### src/rtl/smb_reg_pkg.sv
package smb_reg_pkg;
  localparam int NUM_REGS = 2;
  localparam int DW       = 8;
  localparam int OFFW     = 7;
  localparam int STRAP_W  = 5;
  localparam int OE_W     = 3;
  localparam logic [6:0] DEV_ADDR_DEF = 7'h69;

  typedef enum logic [2:0] {
    S_IDLE, S_RX, S_RX_ACK, S_TX, S_TX_ACK
  } smb_state_e;

  typedef enum logic [1:0] {
    ROLE_ADDR, ROLE_CMD, ROLE_CNT, ROLE_DATA
  } smb_role_e;

  // Bits the master may change.
  function automatic logic [DW-1:0] reg_wmask(input int idx);
    case (idx)
      0:       return 8'h40;
      1:       return 8'h07;
      default: return 8'h00;
    endcase
  endfunction

  // Power-up values of the writable bits.
  function automatic logic [DW-1:0] reg_default(input int idx);
    case (idx)
      0:       return 8'h40;
      1:       return 8'h07;
      default: return 8'h00;
    endcase
  endfunction

  // Constant read-only bits.
  function automatic logic [DW-1:0] reg_fixed(input int idx);
    case (idx)
      1:       return 8'h78;
      default: return 8'h00;
    endcase
  endfunction

  // Bits that show the strap inputs.
  function automatic logic [DW-1:0] reg_strap_mask(input int idx);
    case (idx)
      0:       return 8'h1F;
      default: return 8'h00;
    endcase
  endfunction
endpackage

### src/rtl/smb_line_sync.sv
module smb_line_sync #(
  parameter int SYNC_STAGES = 2
) (
  input  logic clk,
  input  logic rst,
  input  logic scl_i,
  input  logic sda_i,
  output logic sda_s,
  output logic scl_rise,
  output logic scl_fall,
  output logic start_det,
  output logic stop_det
);
  logic [SYNC_STAGES-1:0] scl_ff, sda_ff;
  logic scl_q, scl_p, sda_q, sda_p;

  always_ff @(posedge clk) begin
    if (rst) begin
      scl_ff <= '1;
      sda_ff <= '1;
      scl_q  <= 1'b1;
      scl_p  <= 1'b1;
      sda_q  <= 1'b1;
      sda_p  <= 1'b1;
    end else begin
      scl_ff[0] <= scl_i;
      sda_ff[0] <= sda_i;
      for (int k = 1; k < SYNC_STAGES; k++) begin
        scl_ff[k] <= scl_ff[k-1];
        sda_ff[k] <= sda_ff[k-1];
      end
      scl_q <= scl_ff[SYNC_STAGES-1];
      sda_q <= sda_ff[SYNC_STAGES-1];
      scl_p <= scl_q;
      sda_p <= sda_q;
    end
  end

  assign sda_s     = sda_q;
  assign scl_rise  = scl_q & ~scl_p;
  assign scl_fall  = ~scl_q & scl_p;
  assign start_det = scl_q & scl_p & sda_p & ~sda_q;
  assign stop_det  = scl_q & scl_p & ~sda_p & sda_q;
endmodule

### src/rtl/smb_reg_bank.sv
module smb_reg_bank
  import smb_reg_pkg::*;
(
  input  logic                           clk,
  input  logic                           rst,
  input  logic                           wr_en,
  input  logic [OFFW-1:0]                ptr,
  input  logic [DW-1:0]                  wr_data,
  input  logic [STRAP_W-1:0]             strap_i,
  output logic [DW-1:0]                  rd_data,
  output logic [NUM_REGS-1:0][DW-1:0]    regs_o
);
  logic [STRAP_W-1:0] strap_q;
  logic [DW-1:0]      strap_ext;

  always_ff @(posedge clk) begin
    if (rst) strap_q <= '0;
    else     strap_q <= strap_i;
  end

  assign strap_ext = {{(DW-STRAP_W){1'b0}}, strap_q};

  for (genvar gi = 0; gi < NUM_REGS; gi++) begin : g_reg
    logic [DW-1:0] q;
    always_ff @(posedge clk) begin
      if (rst)
        q <= reg_default(gi) & reg_wmask(gi);
      else if (wr_en && ptr == OFFW'(gi))
        q <= wr_data & reg_wmask(gi);
    end
    assign regs_o[gi] = q | reg_fixed(gi) | (strap_ext & reg_strap_mask(gi));
  end

  always_comb begin
    rd_data = '0;
    for (int i = 0; i < NUM_REGS; i++)
      if (ptr == OFFW'(i)) rd_data = regs_o[i];
  end
endmodule

### src/rtl/smb_proto_fsm.sv
module smb_proto_fsm
  import smb_reg_pkg::*;
#(
  parameter logic [6:0] DEV_ADDR = DEV_ADDR_DEF
) (
  input  logic            clk,
  input  logic            rst,
  input  logic            sda_s,
  input  logic            scl_rise,
  input  logic            scl_fall,
  input  logic            start_det,
  input  logic            stop_det,
  input  logic [DW-1:0]   rd_data,
  output logic [OFFW-1:0] ptr_o,
  output logic            wr_en,
  output logic [DW-1:0]   wr_data,
  output logic            sda_low_o
);
  localparam logic [3:0] BYTE_BITS = 4'd8;

  smb_state_e      st;
  smb_role_e       role;
  logic [3:0]      bitcnt;
  logic [DW-1:0]   shreg;
  logic [OFFW-1:0] ptr;
  logic            blk, rnw, mack;
  logic            byte_end;

  assign byte_end = scl_fall && (bitcnt == BYTE_BITS);
  assign wr_en    = (st == S_RX) && byte_end && (role == ROLE_DATA);
  assign wr_data  = shreg;
  assign ptr_o    = ptr;

  always_ff @(posedge clk) begin
    if (rst) begin
      st        <= S_IDLE;
      role      <= ROLE_ADDR;
      bitcnt    <= '0;
      shreg     <= '0;
      ptr       <= '0;
      blk       <= 1'b0;
      rnw       <= 1'b0;
      mack      <= 1'b0;
      sda_low_o <= 1'b0;
    end else begin
      sda_low_o <= (st == S_RX_ACK) || (st == S_TX && !shreg[DW-1]);
      if (start_det) begin
        st     <= S_RX;
        role   <= ROLE_ADDR;
        bitcnt <= '0;
      end else if (stop_det) begin
        st <= S_IDLE;
      end else begin
        case (st)
          S_RX: begin
            if (scl_rise && bitcnt != BYTE_BITS) begin
              shreg  <= {shreg[DW-2:0], sda_s};
              bitcnt <= bitcnt + 4'd1;
            end else if (byte_end) begin
              case (role)
                ROLE_ADDR: begin
                  if (shreg[DW-1:1] == DEV_ADDR) begin
                    rnw <= shreg[0];
                    st  <= S_RX_ACK;
                  end else begin
                    st <= S_IDLE;
                  end
                end
                ROLE_CMD: begin
                  blk <= ~shreg[DW-1];
                  ptr <= shreg[DW-1] ? shreg[OFFW-1:0] : '0;
                  st  <= S_RX_ACK;
                end
                ROLE_CNT: st <= S_RX_ACK;
                default: begin
                  ptr <= ptr + 7'd1;
                  st  <= S_RX_ACK;
                end
              endcase
            end
          end
          S_RX_ACK: begin
            if (scl_fall) begin
              bitcnt <= '0;
              if (role == ROLE_ADDR && rnw) begin
                st <= S_TX;
                if (blk) begin
                  shreg <= DW'(NUM_REGS);
                end else begin
                  shreg <= rd_data;
                  ptr   <= ptr + 7'd1;
                end
              end else begin
                st <= S_RX;
                case (role)
                  ROLE_ADDR: role <= ROLE_CMD;
                  ROLE_CMD:  role <= blk ? ROLE_CNT : ROLE_DATA;
                  default:   role <= ROLE_DATA;
                endcase
              end
            end
          end
          S_TX: begin
            if (scl_rise) begin
              bitcnt <= bitcnt + 4'd1;
            end else if (scl_fall) begin
              if (bitcnt == BYTE_BITS) st <= S_TX_ACK;
              else                     shreg <= {shreg[DW-2:0], 1'b0};
            end
          end
          S_TX_ACK: begin
            if (scl_rise) begin
              mack <= ~sda_s;
            end else if (scl_fall) begin
              if (mack) begin
                st     <= S_TX;
                shreg  <= rd_data;
                ptr    <= ptr + 7'd1;
                bitcnt <= '0;
              end else begin
                st <= S_IDLE;
              end
            end
          end
          default: ;
        endcase
      end
    end
  end
endmodule

### src/rtl/smb_reg_slave.sv
module smb_reg_slave
  import smb_reg_pkg::*;
#(
  parameter logic [6:0] DEV_ADDR    = DEV_ADDR_DEF,
  parameter int         SYNC_STAGES = 2
) (
  input  logic               clk,
  input  logic               rst,
  input  logic               scl_i,
  input  logic               sda_i,
  output logic               sda_low_o,
  input  logic [STRAP_W-1:0] strap_i,
  output logic [DW-1:0]      cfg0_o,
  output logic [DW-1:0]      cfg1_o,
  output logic [OE_W-1:0]    clk_oe_o,
  output logic               pci_drive_hi_o
);
  logic                        sda_s, scl_rise, scl_fall, start_det, stop_det;
  logic [OFFW-1:0]             ptr;
  logic                        wr_en;
  logic [DW-1:0]               wr_data, rd_data;
  logic [NUM_REGS-1:0][DW-1:0] regs;

  smb_line_sync #(.SYNC_STAGES(SYNC_STAGES)) u_sync (
    .clk(clk), .rst(rst), .scl_i(scl_i), .sda_i(sda_i),
    .sda_s(sda_s), .scl_rise(scl_rise), .scl_fall(scl_fall),
    .start_det(start_det), .stop_det(stop_det)
  );

  smb_proto_fsm #(.DEV_ADDR(DEV_ADDR)) u_fsm (
    .clk(clk), .rst(rst), .sda_s(sda_s), .scl_rise(scl_rise),
    .scl_fall(scl_fall), .start_det(start_det), .stop_det(stop_det),
    .rd_data(rd_data), .ptr_o(ptr), .wr_en(wr_en), .wr_data(wr_data),
    .sda_low_o(sda_low_o)
  );

  smb_reg_bank u_bank (
    .clk(clk), .rst(rst), .wr_en(wr_en), .ptr(ptr), .wr_data(wr_data),
    .strap_i(strap_i), .rd_data(rd_data), .regs_o(regs)
  );

  assign cfg0_o         = regs[0];
  assign cfg1_o         = regs[1];
  assign clk_oe_o       = regs[1][OE_W-1:0];
  assign pci_drive_hi_o = regs[0][6];
endmodule

### config.mk
export PLATFORM = sky130hd
export DESIGN_NAME = smb_reg_slave
export DESIGN_NICKNAME = d
export VERILOG_FILES = /design/src/rtl/smb_reg_pkg.sv /design/src/rtl/smb_line_sync.sv /design/src/rtl/smb_reg_bank.sv /design/src/rtl/smb_proto_fsm.sv /design/src/rtl/smb_reg_slave.sv
export SDC_FILE = /design/constraint.sdc
export NUM_CORES = 1
export LEC_CHECK = 0
export ABC_AREA = 1
export ABC_CLOCK_PERIOD_IN_PS = 4100
export BUFFER_PORTS_ARGS = -buffer_cell sky130_fd_sc_hd__buf_4
export CAP_MARGIN = 20
export CORE_ASPECT_RATIO = 0.75
export CORE_UTILIZATION = 60
export DETAILED_ROUTE_END_ITERATION = 12
export GPL_ROUTABILITY_DRIVEN = 0
export PLACE_DENSITY = 0.82
export SLEW_MARGIN = 20
export SYNTH_ARGS = -nofsm -noshare
export SYNTH_HDL_FRONTEND = slang
export SYNTH_SLANG_ARGS = --single-unit
### constraint.sdc
create_clock -name clk -period 4.1 [get_ports clk]
set_input_delay 0.615 -clock clk [delete_from_list [all_inputs] [get_ports clk]]
set_output_delay 0.615 -clock clk [all_outputs]
set_load 0.005 [all_outputs]
After elaboration in Yosys (flattened, before gate mapping)
Cells that the tools add are included.
{"block": "word_totals", "reg_bits": 45, "in_bits": 9, "wordCells": 147}
{"block": "op_classes", "n_addsub": 2, "eq_ne": 34, "mux": 48, "bitwise": 17, "reduce_logical": 27}
{"operator": "8-bit two-way mux", "count": 12}
{"operator": "7-bit two-way mux", "count": 9}
{"operator": "8-bit one-hot mux with 4 select lines", "count": 1}
{"operator": "3-bit two-way mux", "count": 8}
{"operator": "4-bit two-way mux", "count": 6}
{"operator": "12-bit AND reduction", "count": 2}
{"operator": "7-bit one-hot mux with 3 select lines", "count": 1}
{"operator": "4-bit by 3-bit inequality test with 1-bit output (second input constant)", "count": 5}
{"operator": "9-bit AND reduction", "count": 2}
{"operator": "2-bit inequality test (second input constant)", "count": 8}
{"operator": "4-bit inequality test (second input constant)", "count": 4}
{"operator": "4-bit one-hot mux with 4 select lines", "count": 1}
{"operator": "2-bit by 1-bit inequality test with 1-bit output (second input constant)", "count": 7}
{"operator": "7-bit one-hot mux with 2 select lines", "count": 1}
{"operator": "3-bit one-hot mux with 4 select lines", "count": 1}
{"operator": "1-bit inverter", "count": 9}
{"operator": "1-bit logical AND", "count": 8}
{"operator": "2-bit two-way mux", "count": 4}
{"operator": "4-bit AND reduction", "count": 2}
{"operator": "8-bit AND reduction", "count": 1}
{"operator": "7-bit by 1-bit adder with 7-bit output (second input constant)", "count": 1}
{"operator": "1-bit bitwise AND", "count": 7}
{"operator": "7-bit by 1-bit == test with 1-bit output (second input constant)", "count": 1}
{"operator": "7-bit == test (second input constant)", "count": 1}
{"operator": "other kinds (21)", "count": 26}

Depth between registers and ports, before layout
{"block": "logic_depth", "word_depth": 8, "mapped_depth": 12, "mapped_depth_nobuf": 12}

By module
Synthesis repeated with hierarchy kept, for this count alone.
{"block": "hier_totals", "hier_cells": 418, "area_unflattened_um2": 2760.1}
{"module": "smb_proto_fsm", "instances": 1, "cells_per_inst": 308, "area_each_um2": 1934.4, "seq_area_each_um2": 560.5}
{"module": "smb_reg_bank", "instances": 1, "cells_per_inst": 78, "area_each_um2": 545.5, "seq_area_each_um2": 180.2}
{"module": "smb_line_sync", "instances": 1, "cells_per_inst": 28, "area_each_um2": 250.2, "seq_area_each_um2": 160.2}
{"module": "smb_reg_slave", "instances": 1, "cells_per_inst": 4, "area_each_um2": 30.0, "seq_area_each_um2": 0.0}

Worst setup path before layout
OpenSTA, ideal clock, no wires.
{"block": "synth_timing", "path_type": "reg-to-reg", "startpoint": "register u_fsm.bitcnt[0]", "endpoint": "register u_fsm.shreg[0] (netlist: u_fsm.wr_data[0])", "arrival_time_ps": 1475, "path_slack_ps": 2513, "stages_incl_launch_ff": 12, "synth_period_minus_slack_ps": 1587, "cell_sequence": "dfxtp_1 inv_1 ha_1 nand2_1 nor2_2 o21ai_0 nand2_2 nor2_4 nand2_2 buf_6 nor2_1 nor2_1"}
{"block": "synth_via", "elab_chain_cells": 4, "elab_cells_between_ends": 6}
{"element": "start, declared", "line_no": "smb_proto_fsm.sv:23", "source": "logic [3:0] bitcnt;"}
{"element": "start signal, assigned", "line_no": "smb_proto_fsm.sv:58", "source": "bitcnt <= bitcnt + 4'd1;"}
{"element": "start signal, assigned", "line_no": "smb_proto_fsm.sv:105", "source": "bitcnt <= bitcnt + 4'd1;"}
{"element": "4-bit inequality test", "line_no": "smb_proto_fsm.sv:56", "source": "if (scl_rise && bitcnt != BYTE_BITS) begin"}
{"element": "1-bit logical AND", "line_no": "smb_proto_fsm.sv:56"}
{"element": "2-bit inequality test (no source line)"}
{"element": "12-bit AND reduction (no source line) (*)"}
{"element": "end signal, assigned", "line_no": "smb_proto_fsm.sv:57", "source": "shreg <= {shreg[DW-2:0], sda_s};"}
{"element": "end signal, assigned", "line_no": "smb_proto_fsm.sv:88", "source": "shreg <= DW'(NUM_REGS);"}
{"element": "end signal, assigned", "line_no": "smb_proto_fsm.sv:90", "source": "shreg <= rd_data;"}
{"element": "end, declared", "line_no": "smb_proto_fsm.sv:24", "source": "logic [DW-1:0] shreg;"}
Every way passes the cells marked *; elsewhere a longest branch is shown, timed or not.
A chain may end at the register's enable or synchronous reset.

Worst setup path in the final report
{"block": "layout_timing", "startpoint": "register u_fsm.bitcnt[0]", "endpoint": "register u_fsm.shreg[2] (netlist: u_fsm.wr_data[2])"}
Same word-level chain as after synthesis.

==> flow_summary.ini <==
[place]
dp_hpwl_mm = 4.23
place_area_um2 = 2770
dp.cells = 468
io_buffers = 22
place_ws_ns = 2.08

[routing]
wl_mm = 5.66
viasPerCell = 5.19
vias = 2469
drt_iter0_markers = 169
drtAntennaViolNets = 0
dr.pass1.iters = 5
drc = 0
routedWlPerCell_um = 11.9

[finish]
fin_area_um2 = 2880
num-nets-final = 434
fin_cells = 476
area_growth_pct = 9.97
antenna_cells = 0
drive_gt1_frac = 0.162
num-fill-cells = 346
regArea_um2 = 901
multi_input_area_um2 = 1420

[critical_path]
end_kind = flop
path_class = flop to flop
critPathRequiredTime_ns = 4.35
worst_ep_arrival_time_ns = 2.03
crit_fanout = 13
startpoint_type = flop

[timing]
fin_crit_sh = 0.436
max-slew-margin-rel = 0.484
timing.hold.ws_ns = 0.416
setup_viol = 0
slew_violations = 0
max_freq_mhz = 559
hold_violations = 0
rsz0062_at_grt = false
timing.setup.tns_ns = 0
tightest_slew_ns = 0.769
final.setup_skew_ns = 0.00793
worst_slack_ns = 2.31
fin_crit_ns = 1.79

[global_route]
grtUsageTotal = 0.260
antenna_found_initial = 0
grt_pass1_vias = 2123
overflow = 0
grt_max_degree = 27
grt_pass1_wl_mm = 9.36

[synth]
seq_area_frac_synth = 0.344
yosysWarnings = 0
ys_types = 34
synth_area_um2 = 2620
synth_cells = 401
ys_seq_elements = 45
syn_area_per_cell_um2 = 6.54

[clocking]
cts_root_buffer = clkbuf_8
h-tree-depth = 2
cts_buffers = 5
clk_pin_slew_ns = 0.09
cts_buffer_depth = 2
cts_tree = done
cts_resized = 0
cts_num_sinks = 45
post_cts_buffers = 0
clk_latency_ns = 0.30
hold_buffers = 0

[power_and_ir_drop]
p_leak_nw = 1.45
power_density_nw_per_um2 = 721
irDropWorstVdd_mv = 0.358

[floorplan]
dieWidth_um = 78.3
start_util = 0.635
std_cell_rows = 20
core_area_um2 = 4130
die_area_um2 = 4640
die_h_um = 59.3
io_pins = 30

[flow_run]
drv_cap = 0

[outcome]
status = complete, no violations

[worst_hold_path]
hp-class = flop to flop
-- cell usage after synthesis, drive strengths merged --
library cell / instances / share of area
a211oi: 2 / 0.0057
a21boi: 1 / 0.0029
a21oi: 12 / 0.027
buf: 14 / 0.040
clkbuf: 1 / 0.0014
clkinv: 1 / 0.0014
conb: 2 / 0.0029
dfxtp: 45 / 0.34
ha: 5 / 0.024
inv: 54 / 0.078
nand2: 112 / 0.17
nand3: 41 / 0.092
nand3b: 3 / 0.0086
nand4: 3 / 0.0072
nor2: 71 / 0.11
nor3: 6 / 0.011
o211ai: 3 / 0.0086
o21ai: 13 / 0.026
o21bai: 1 / 0.0029
or2: 6 / 0.014
xnor2: 1 / 0.0033
xor2: 4 / 0.013
-- cell families after synthesis --
| group | synth area share |
|---|---|
| other | 0.00286 |
| xor gates and xnor gates | 0.0167 |
| DFF | 0.344 |
| buffers and inverters | 0.121 |
| adders and majority gates | 0.0239 |
| AOI/OAI and AO/OA | 0.0735 |
| and+or+nand+nor | 0.419 |
-- sequential cells by signal (all words and copies together) (netlist names) --
name and count:
u_fsm.role 2, u_sync.sda_ff 2, u_sync.scl_q 1, u_fsm.sda_low_o 1, u_sync.sda_s 1, u_fsm.mack 1, u_sync.scl_p 1, u_fsm.ptr_o 7
u_fsm.rnw 1, u_fsm.blk 1, u_fsm.bitcnt 4, u_fsm.wr_data 8, u_sync.sda_p 1, u_bank.strap_q 5, u_bank.g.q 4, u_fsm.st 3
u_sync.scl_ff 2
-- where the power goes --
| part | internal, mW | leakage, nW | switching [mW] |
|---|---|---|---|
| clock | 0.186 | 0.0591 | 0.164 |
| sequential | 0.541 | 0.368 | 0.102 |
| combinational | 0.363 | 1.02 | 0.721 |
| total | 1.09 | 1.45 | 0.988 |
-- worst max-delay path, cell delays in order (launching register included) --
cell and delay (ns):
dfxtp_1 0.39, inv_1 0.07, ha_1 0.21, nand2_1 0.08, nor2_2 0.06, o21ai_0 0.20, nand2_2 0.10, nor2_4 0.15
nand2_2 0.19, nand2_1 0.11, nand2_1 0.05, nor2_1 0.11
-- routing by layer --
layer	GRT usage	part of all wire	vias up
met1	0.378	0.49	1093
li1	-	-	1271
met5	0	0	-
met3	0.0492	0.073	6
met4	0.0714	0.0074	0
met2	0.395	0.43	99
-- per-stage QoR --
stage                     total power [mW]   util
final                                 2.08  0.698
after global routing                  2.27  0.698
after CTS                             2.07  0.698
after detailed placement              1.71  0.670
after global placement                1.69  0.670
after floorplan                       1.52      -
-- placed cells by master (no fill, tap or decap), drive strengths merged, types with 2 or more instances in the layout --
cell	netlist	final
clkbuf	1	5
o211ai	3	3
a211oi	2	2
a21oi	12	12
or2	6	6
o21ai	13	13
nand3b	3	3
nand3	41	41
nor3	6	6
inv	54	56
nand2	112	112
nor2	71	71
xor2	4	4
dfxtp	45	45
ha	5	5
buf	14	22
conb	2	7
nand4	3	3
-- final cells by class --
cell class / count / share of cell area
sequential: 45 / 0.312
clock buffer: 5 / 0.0239
clock inverter: 3 / 0.0165
inverter: 55 / 0.0725
tap: 55 / 0.0239
multi-input combinational: 291 / 0.494
timing repair buffer: 22 / 0.0573
-- path summary, 6_finish.rpt --
check | from | end | slack [ns] | depth (start not counted)
worst max-delay path | u_fsm.bitcnt[0]$_SDFFE_PP0P_ | u_fsm.wr_data[2]$_SDFFE_PP0P_ | 2.31 | 11
worst min-delay path | u_sync.sda_ff[1]$_SDFF_PP1_ | u_sync.sda_s$_SDFF_PP1_ | 0.42 | 1
worst max register to register | u_fsm.bitcnt[0]$_SDFFE_PP0P_ | u_fsm.wr_data[2]$_SDFFE_PP0P_ | 2.31 | 11
worst min register to register | u_sync.sda_ff[1]$_SDFF_PP1_ | u_sync.sda_s$_SDFF_PP1_ | 0.42 | 1
Power figures use the tool's default switching activity.
